===== src/rtl/wt_snoop_pkg.sv =====
package wt_snoop_pkg;

  typedef enum logic [1:0] {
    ST_IDLE    = 2'd0,
    ST_WAITGNT = 2'd1,
    ST_WAITRD  = 2'd2
  } ctlState_e;

  // strobes from control to datapath
  typedef struct packed {
    logic latchReq;    // capture the accepted request and its lookup result
    logic fillLine;    // install returned read data
    logic writeLocal;  // write-through store: refresh a present copy
    logic respHitNow;  // answer a load hit from the array
    logic respBus;     // answer a load miss from bus data
    logic respStore;   // answer a completed store
  } dpStrobe_t;

endpackage


===== src/rtl/wt_snoop_dpath.sv =====
module wt_snoop_dpath
  import wt_snoop_pkg::*;
#(
  parameter int ADDR_W  = 8,
  parameter int DATA_W  = 8,
  parameter int INDEX_W = 2
) (
  input  logic              clk,
  input  logic              rst_n,
  input  logic              cpuReqWrite,
  input  logic [ADDR_W-1:0] cpuReqAddr,
  input  logic [DATA_W-1:0] cpuReqWdata,
  input  logic              snoopValid,
  input  logic [ADDR_W-1:0] snoopAddr,
  input  logic [DATA_W-1:0] busRdData,
  input  dpStrobe_t         strobe,
  output logic              lookHit,
  output logic              reqWriteQ,
  output logic [ADDR_W-1:0] reqAddrQ,
  output logic [DATA_W-1:0] reqWdataQ,
  output logic              cpuRespValid,
  output logic [DATA_W-1:0] cpuRespRdata,
  output logic              cpuRespHit
);

  localparam int LINES = 1 << INDEX_W;
  localparam int TAG_W = ADDR_W - INDEX_W;

  logic              validQ [LINES];
  logic [TAG_W-1:0]  tagQ   [LINES];
  logic [DATA_W-1:0] dataQ  [LINES];

  logic reqHitQ;

  logic [INDEX_W-1:0] inIdx, reqIdx, snIdx;
  logic [TAG_W-1:0]   inTag, reqTag, snTag;

  assign inIdx  = cpuReqAddr[INDEX_W-1:0];
  assign inTag  = cpuReqAddr[ADDR_W-1:INDEX_W];
  assign reqIdx = reqAddrQ[INDEX_W-1:0];
  assign reqTag = reqAddrQ[ADDR_W-1:INDEX_W];
  assign snIdx  = snoopAddr[INDEX_W-1:0];
  assign snTag  = snoopAddr[ADDR_W-1:INDEX_W];

  logic [LINES-1:0] snoopKill;
  logic [LINES-1:0] fillSel;
  logic [LINES-1:0] storeSel;
  logic             fillKill;

  // per-line snoop compare, fill select and store-hit select
  for (genvar g = 0; g < LINES; g++) begin : gLine
    assign snoopKill[g] = snoopValid && (snIdx == INDEX_W'(g)) &&
                          validQ[g] && (tagQ[g] == snTag);
    assign fillSel[g]   = strobe.fillLine && (reqIdx == INDEX_W'(g));
    assign storeSel[g]  = strobe.writeLocal && (reqIdx == INDEX_W'(g)) &&
                          validQ[g] && (tagQ[g] == reqTag) && !snoopKill[g];
  end

  // a foreign write to the very address being filled wins over the fill
  assign fillKill = snoopValid && (snoopAddr == reqAddrQ);

  // lookup of the incoming request; a same-cycle snoop to it masks the hit
  assign lookHit = validQ[inIdx] && (tagQ[inIdx] == inTag) &&
                   !(snoopValid && (snoopAddr == cpuReqAddr));

  always_ff @(posedge clk) begin
    if (!rst_n) begin
      for (int i = 0; i < LINES; i++) validQ[i] <= 1'b0;
    end else begin
      for (int i = 0; i < LINES; i++) begin
        if (fillSel[i])        validQ[i] <= !fillKill;
        else if (snoopKill[i]) validQ[i] <= 1'b0;
      end
    end
  end

  always_ff @(posedge clk) begin
    for (int i = 0; i < LINES; i++) begin
      if (fillSel[i]) begin
        tagQ[i]  <= reqTag;
        dataQ[i] <= busRdData;
      end else if (storeSel[i]) begin
        dataQ[i] <= reqWdataQ;
      end
    end
  end

  always_ff @(posedge clk) begin
    if (!rst_n) begin
      reqWriteQ <= 1'b0;
      reqAddrQ  <= '0;
      reqWdataQ <= '0;
      reqHitQ   <= 1'b0;
    end else if (strobe.latchReq) begin
      reqWriteQ <= cpuReqWrite;
      reqAddrQ  <= cpuReqAddr;
      reqWdataQ <= cpuReqWdata;
      reqHitQ   <= lookHit;
    end
  end

  always_ff @(posedge clk) begin
    if (!rst_n) begin
      cpuRespValid <= 1'b0;
      cpuRespRdata <= '0;
      cpuRespHit   <= 1'b0;
    end else begin
      cpuRespValid <= strobe.respHitNow || strobe.respBus || strobe.respStore;
      if (strobe.respHitNow) begin
        cpuRespRdata <= dataQ[inIdx];
        cpuRespHit   <= 1'b1;
      end else if (strobe.respBus) begin
        cpuRespRdata <= busRdData;
        cpuRespHit   <= 1'b0;
      end else if (strobe.respStore) begin
        cpuRespRdata <= '0;
        cpuRespHit   <= reqHitQ;
      end
    end
  end

endmodule


===== src/rtl/wt_snoop_fsm.sv =====
module wt_snoop_fsm
  import wt_snoop_pkg::*;
(
  input  logic       clk,
  input  logic       rst_n,
  input  logic       cpuReqValid,
  input  logic       cpuReqWrite,
  input  logic       lookHit,
  input  logic       reqWriteQ,
  input  logic       busGrant,
  input  logic       busRdValid,
  output logic       cpuReqReady,
  output logic       busReq,
  output logic       busCmdValid,
  output dpStrobe_t  strobe
);

  ctlState_e stateQ, stateD;

  always_ff @(posedge clk) begin
    if (!rst_n) stateQ <= ST_IDLE;
    else        stateQ <= stateD;
  end

  always_comb begin
    stateD      = stateQ;
    strobe      = '0;
    cpuReqReady = 1'b0;
    busReq      = 1'b0;
    busCmdValid = 1'b0;
    unique case (stateQ)
      ST_IDLE: begin
        cpuReqReady = 1'b1;
        if (cpuReqValid) begin
          strobe.latchReq = 1'b1;
          if (!cpuReqWrite && lookHit) strobe.respHitNow = 1'b1;
          else                         stateD = ST_WAITGNT;
        end
      end
      ST_WAITGNT: begin
        busReq = 1'b1;
        if (busGrant) begin
          busCmdValid = 1'b1;
          if (reqWriteQ) begin
            strobe.writeLocal = 1'b1;
            strobe.respStore  = 1'b1;
            stateD            = ST_IDLE;
          end else begin
            stateD = ST_WAITRD;
          end
        end
      end
      ST_WAITRD: begin
        if (busRdValid) begin
          strobe.fillLine = 1'b1;
          strobe.respBus  = 1'b1;
          stateD          = ST_IDLE;
        end
      end
      default: stateD = ST_IDLE;
    endcase
  end

endmodule


===== src/rtl/wt_snoop_ctrl.sv =====
module wt_snoop_ctrl
  import wt_snoop_pkg::*;
#(
  parameter int ADDR_W  = 8,
  parameter int DATA_W  = 8,
  parameter int INDEX_W = 2
) (
  input  logic              clk,
  input  logic              rst_n,
  input  logic              cpuReqValid,
  output logic              cpuReqReady,
  input  logic              cpuReqWrite,
  input  logic [ADDR_W-1:0] cpuReqAddr,
  input  logic [DATA_W-1:0] cpuReqWdata,
  output logic              cpuRespValid,
  output logic [DATA_W-1:0] cpuRespRdata,
  output logic              cpuRespHit,
  output logic              busReq,
  input  logic              busGrant,
  output logic              busCmdValid,
  output logic              busCmdWrite,
  output logic [ADDR_W-1:0] busCmdAddr,
  output logic [DATA_W-1:0] busCmdWdata,
  input  logic              busRdValid,
  input  logic [DATA_W-1:0] busRdData,
  input  logic              snoopValid,
  input  logic [ADDR_W-1:0] snoopAddr
);

  dpStrobe_t         strobe;
  logic              lookHit;
  logic              reqWriteQ;
  logic [ADDR_W-1:0] reqAddrQ;
  logic [DATA_W-1:0] reqWdataQ;

  wt_snoop_fsm fsm_i (
    .clk         (clk),
    .rst_n       (rst_n),
    .cpuReqValid (cpuReqValid),
    .cpuReqWrite (cpuReqWrite),
    .lookHit     (lookHit),
    .reqWriteQ   (reqWriteQ),
    .busGrant    (busGrant),
    .busRdValid  (busRdValid),
    .cpuReqReady (cpuReqReady),
    .busReq      (busReq),
    .busCmdValid (busCmdValid),
    .strobe      (strobe)
  );

  wt_snoop_dpath #(
    .ADDR_W  (ADDR_W),
    .DATA_W  (DATA_W),
    .INDEX_W (INDEX_W)
  ) dpath_i (
    .clk          (clk),
    .rst_n        (rst_n),
    .cpuReqWrite  (cpuReqWrite),
    .cpuReqAddr   (cpuReqAddr),
    .cpuReqWdata  (cpuReqWdata),
    .snoopValid   (snoopValid),
    .snoopAddr    (snoopAddr),
    .busRdData    (busRdData),
    .strobe       (strobe),
    .lookHit      (lookHit),
    .reqWriteQ    (reqWriteQ),
    .reqAddrQ     (reqAddrQ),
    .reqWdataQ    (reqWdataQ),
    .cpuRespValid (cpuRespValid),
    .cpuRespRdata (cpuRespRdata),
    .cpuRespHit   (cpuRespHit)
  );

  assign busCmdWrite = reqWriteQ;
  assign busCmdAddr  = reqAddrQ;
  assign busCmdWdata = reqWdataQ;

endmodule


===== config.mk =====
export PLATFORM = sky130hd
export DESIGN_NAME = wt_snoop_ctrl
export DESIGN_NICKNAME = d
export VERILOG_FILES = /design/src/rtl/wt_snoop_pkg.sv /design/src/rtl/wt_snoop_dpath.sv /design/src/rtl/wt_snoop_fsm.sv /design/src/rtl/wt_snoop_ctrl.sv
export SDC_FILE = /design/constraint.sdc
export NUM_CORES = 1
export LEC_CHECK = 0
export BUFFER_PORTS_ARGS = -buffer_cell sky130_fd_sc_hd__buf_2
export CAP_MARGIN = 20
export CORE_MARGIN = 5
export CORE_UTILIZATION = 50
export DETAILED_ROUTE_END_ITERATION = 10
export GPL_ROUTABILITY_DRIVEN = 0
export PLACE_DENSITY_LB_ADDON = 0.25
export SETUP_SLACK_MARGIN = 0.2
export SLEW_MARGIN = 10
export SYNTH_ARGS = -nofsm -noshare
export SYNTH_HDL_FRONTEND = slang
export SYNTH_SLANG_ARGS = --single-unit

===== constraint.sdc =====
create_clock -name clk -period 2.95 [get_ports clk]
set_input_delay 0.295 -clock clk [delete_from_list [all_inputs] [get_ports clk]]
set_output_delay 0.295 -clock clk [all_outputs]
set_load 0.02 [all_outputs]

==> impl_metrics.env <==
export IMPL_die_footprint_sq_um=11500
export IMPL_worstPathMaxFanout=16
export IMPL_cp_startpoint="dpath_i.tagQ[3][3]"
export IMPL_critical_path_class="flop to flop"
export IMPL_nets=506
export IMPL_groute_layer_met2_usage=0.330
export IMPL_post_cts_repair_setup_buffers=0
export IMPL_total_power_mw=2.62
export IMPL_worst_hold_path_num_cells=3
export IMPL_post_route_min_period_ps=2540
export IMPL_reg2reg_from="dpath_i.tagQ[3][3]"
export IMPL_core_area_sq_um=9240
export IMPL_clock_tree_buffer_depth=2
export IMPL_grt_total_usage=0.215
export IMPL_place_port_buffers=68
export IMPL_post_synthesis_cell_area_sq_um=4730
export IMPL_portion_of_total_power_attributed_to_combinational_logic=0.128
export IMPL_worst_hold_startpoint="cpuReqWdata[6]"
export IMPL_power_share_of_the_clock_group=0.337
export IMPL_drt_antenna_violating_nets=0
export IMPL_antenna_found_initial=0
export IMPL_insertion_delay_ps=380
export IMPL_r2r_cells=6
export IMPL_final_hold_violation_count=0
export IMPL_start_util=0.512
export IMPL_drt_vias_per_instance=5.66
export IMPL_crit_reg2reg_capture="dpath_i.cpuRespRdata[3]"
export IMPL_reg2reg_setup_slack_ps=410
export IMPL_total_switching_power_mw=0.738
export IMPL_synthesis_area_per_instance_sq_um=11.7
export IMPL_power_share_sequential=0.535
export IMPL_syn_nets=442
export IMPL_cts_root_buf="clkbuf_8"
export IMPL_finalInstanceArea_sq_um=5420
export IMPL_crit_path_max_incr_delay_ps=530
export IMPL_worst_hold_path_type="input port to flop"
export IMPL_floorplan_die_width_microns=107
export IMPL_cts_tree="built"
export IMPL_vdd_drop_max_mv=0.308
export IMPL_overflow=0
export IMPL_filler_cell_count=777
export IMPL_cts_hold_buffers=0
export IMPL_worstPathCellList="mux4_2 -> xor2_1 -> a41oi_1 -> nand4_2 -> nand2b_1 -> a31oi_1"
export IMPL_placement_setup_worst_slack_ps=296
export IMPL_route_final_wire_length_microns=11900
export IMPL_dr_first_iter_drc_count=277
export IMPL_chipHeight_microns=107
export IMPL_tightest_slew_ps=726
export IMPL_power_density_nw_per_um2=485
export IMPL_fmax_mhz=394
export IMPL_area_sequential_sq_um=2370
export IMPL_crit_slowest_cell="mux4_2"
export IMPL_hold_end="dpath_i.reqWdataQ[6]"
export IMPL_yosysWarningCount=0
export IMPL_worst_setup_margin_ps=412
export IMPL_floorplan_rows=35
export IMPL_numCtsBuffers=9
export IMPL_unrepaired_setup_endpoints_after_global_routing="false"
export IMPL_outcome="finished clean"
export IMPL_synth_ff_latch_count=90
export IMPL_h_tree_depth=3
export IMPL_grt_busiest_layer="met2"
export IMPL_maxSlewViolCount=0
export IMPL_timing_critical_path_to_type="flop"
export IMPL_setup_violations=0
export IMPL_startpoint_type="flop"
export IMPL_cts_resized_gates=0
export IMPL_timing_max_slew_rel_slack=0.514
export IMPL_synth_sequential_area_ratio=0.501
export IMPL_cp_arrival_ps=2850
export IMPL_post_route_drc_count=0
export IMPL_grt_pass1_wl_microns=18700
export IMPL_grt_start_max_net_pins=29
export IMPL_final_setup_tns_ps=0
export IMPL_drive_gt1_frac=0.284
export IMPL_ys_types=40
export IMPL_cellLeakagePower_nw=2.01
export IMPL_min_period_over_period=0.860
export IMPL_clk_pin_slew_worst_paths_ps=110
export IMPL_drv_max_cap_violation_count=0
export IMPL_tritonroute_pass_1_iters=5
export IMPL_i_o_pins=69
export IMPL_grt_met1_usage=0.316
export IMPL_hpwl_microns=8740
export IMPL_diodes=0
export IMPL_route_detailed_wl_per_inst_microns=19.8
export IMPL_layout_area_overhead_vs_synth_pct=14.5
export IMPL_placedCellCount=585
export IMPL_clock_skew_final_ps=17.9
export IMPL_final_instance_count_excl_fill=601
export IMPL_power_internal_mw=1.89
export IMPL_routed_via_count=3402
export IMPL_synthCells=403
export IMPL_multiInputGateArea_sq_um=2220
export IMPL_met3_grt_util=0.0438
export IMPL_p_sw_frac=0.281
export IMPL_num_clock_sinks=90
export IMPL_worstPathRequired_ps=3260
export IMPL_detailed_place_area_sq_um=5200
export IMPL_first_global_vias=3365
-- cell usage in the layout (no fill, tap or decap), types with 5 or more instances in the layout --
cell and count:
a211oi_1 5, a21oi_1 21, buf_2 68, buf_4 13, clkbuf_8 9, dfxtp_1 33, edfxtp_1 57, mux2_1 15
mux2_2 18, mux2i_1 7, mux4_2 13, nand2_1 49, nand3_1 10, nand4_1 13, nor2_1 16, xnor2_1 47
xor2_1 24
-- power by group through the flow --
stage | logic (mW) | clock network (mW) | registers [mW]
floorplan | 0.206 | 0 | 1.44
global placement | 0.326 | 0 | 1.43
detailed placement | 0.333 | 0 | 1.43
CTS | 0.334 | 0.902 | 1.40
global route | 0.361 | 0.965 | 1.41
finish | 0.335 | 0.886 | 1.40
-- cells by family after synthesis --
group,Yosys count,share of synthesized area
flops,90,0.501
buf+inv,32,0.0296
compound gates,39,0.0526
simple gates,118,0.130
mux,53,0.155
xor+xnor,71,0.131
-- registers in the layout, indices dropped and copies added (netlist names) --
signal,cells
dpath_i.dataQ,32
dpath_i.tagQ,24
dpath_i.cpuRespRdata,8
dpath_i.reqAddrQ,8
dpath_i.reqWdataQ,8
dpath_i.validQ,4
fsm_i.stateQ,2
dpath_i.cpuRespHit,1
dpath_i.cpuRespValid,1
dpath_i.reqHitQ,1
dpath_i.reqWriteQ,1
-- stage by stage --
| step | hold slack (ps) | utilization |
|---|---|---|
| 2_1_floorplan | 431 | - |
| 3_3_place_gp | 450 | 0.563 |
| 5_1_grt | 135 | 0.586 |
| 3_5_place_dp | 457 | 0.563 |
| 6_report | 144 | 0.586 |
| 4_1_cts | 133 | 0.586 |
-- synthesized netlist by cell type, drive strengths merged --
cell	count	share of area
mux2	33	0.079
a211oi	5	0.0079
a21oi	21	0.022
buf	8	0.011
nand3b	2	0.0032
nand2b	4	0.0053
nor4	4	0.0085
and2	2	0.0026
nor3	4	0.0053
a22oi	3	0.0048
clkbuf	20	0.016
xnor2	47	0.087
edfxtp	57	0.36
o32ai	1	0.0034
a31oi	4	0.0053
nor2	16	0.013
mux4	13	0.062
mux2i	7	0.015
or2	2	0.0026
nor3b	1	0.0026
and3b	1	0.0019
o41ai	3	0.0056
o31ai	1	0.0016
or3	2	0.0026
inv	4	0.0032
nand4	14	0.020
nor4b	1	0.0050
xor2	24	0.044
and3	2	0.0026
nand2	49	0.039
nor2b	4	0.0053
a41oi	1	0.0019
dfxtp	33	0.14
nand3	10	0.011
-- final cells by class --
class | count | area share
timing repair buffer | 81 | 0.0809
tap | 129 | 0.0298
clock buffer | 10 | 0.0275
inverter | 4 | 0.00277
multi-input combinational | 281 | 0.410
sequential | 90 | 0.438
clock inverter | 6 | 0.0116
-- worst max-delay path by stage --
stage                              end  slack, ps  depth (start not counted)
2_1_floorplan      dpath_i.dataQ[1][0]        700                          7
3_3_place_gp   dpath_i.cpuRespRdata[5]        410                          7
3_5_place_dp   dpath_i.cpuRespRdata[6]        300                          7
4_1_cts        dpath_i.cpuRespRdata[3]        400                          6
5_1_grt        dpath_i.cpuRespRdata[6]        260                          6
6_report       dpath_i.cpuRespRdata[3]        410                          6
-- critical path: cells and delay by family (launching register included) --
kind | cells | cell delay [ps]
AOI/OAI and AO/OA | 2 | 500
xor gates and xnor gates | 1 | 150
DFF | 1 | 480
muxes | 1 | 530
and+or+nand+nor | 2 | 810
-- per-layer routing --
layer | up-vias | part of all wire
li1 | 1583 | -
met1 | 1662 | 0.46
met2 | 147 | 0.46
met3 | 10 | 0.076
met4 | 0 | 0.0054
met5 | - | 0
Power figures use the tool's default switching activity.
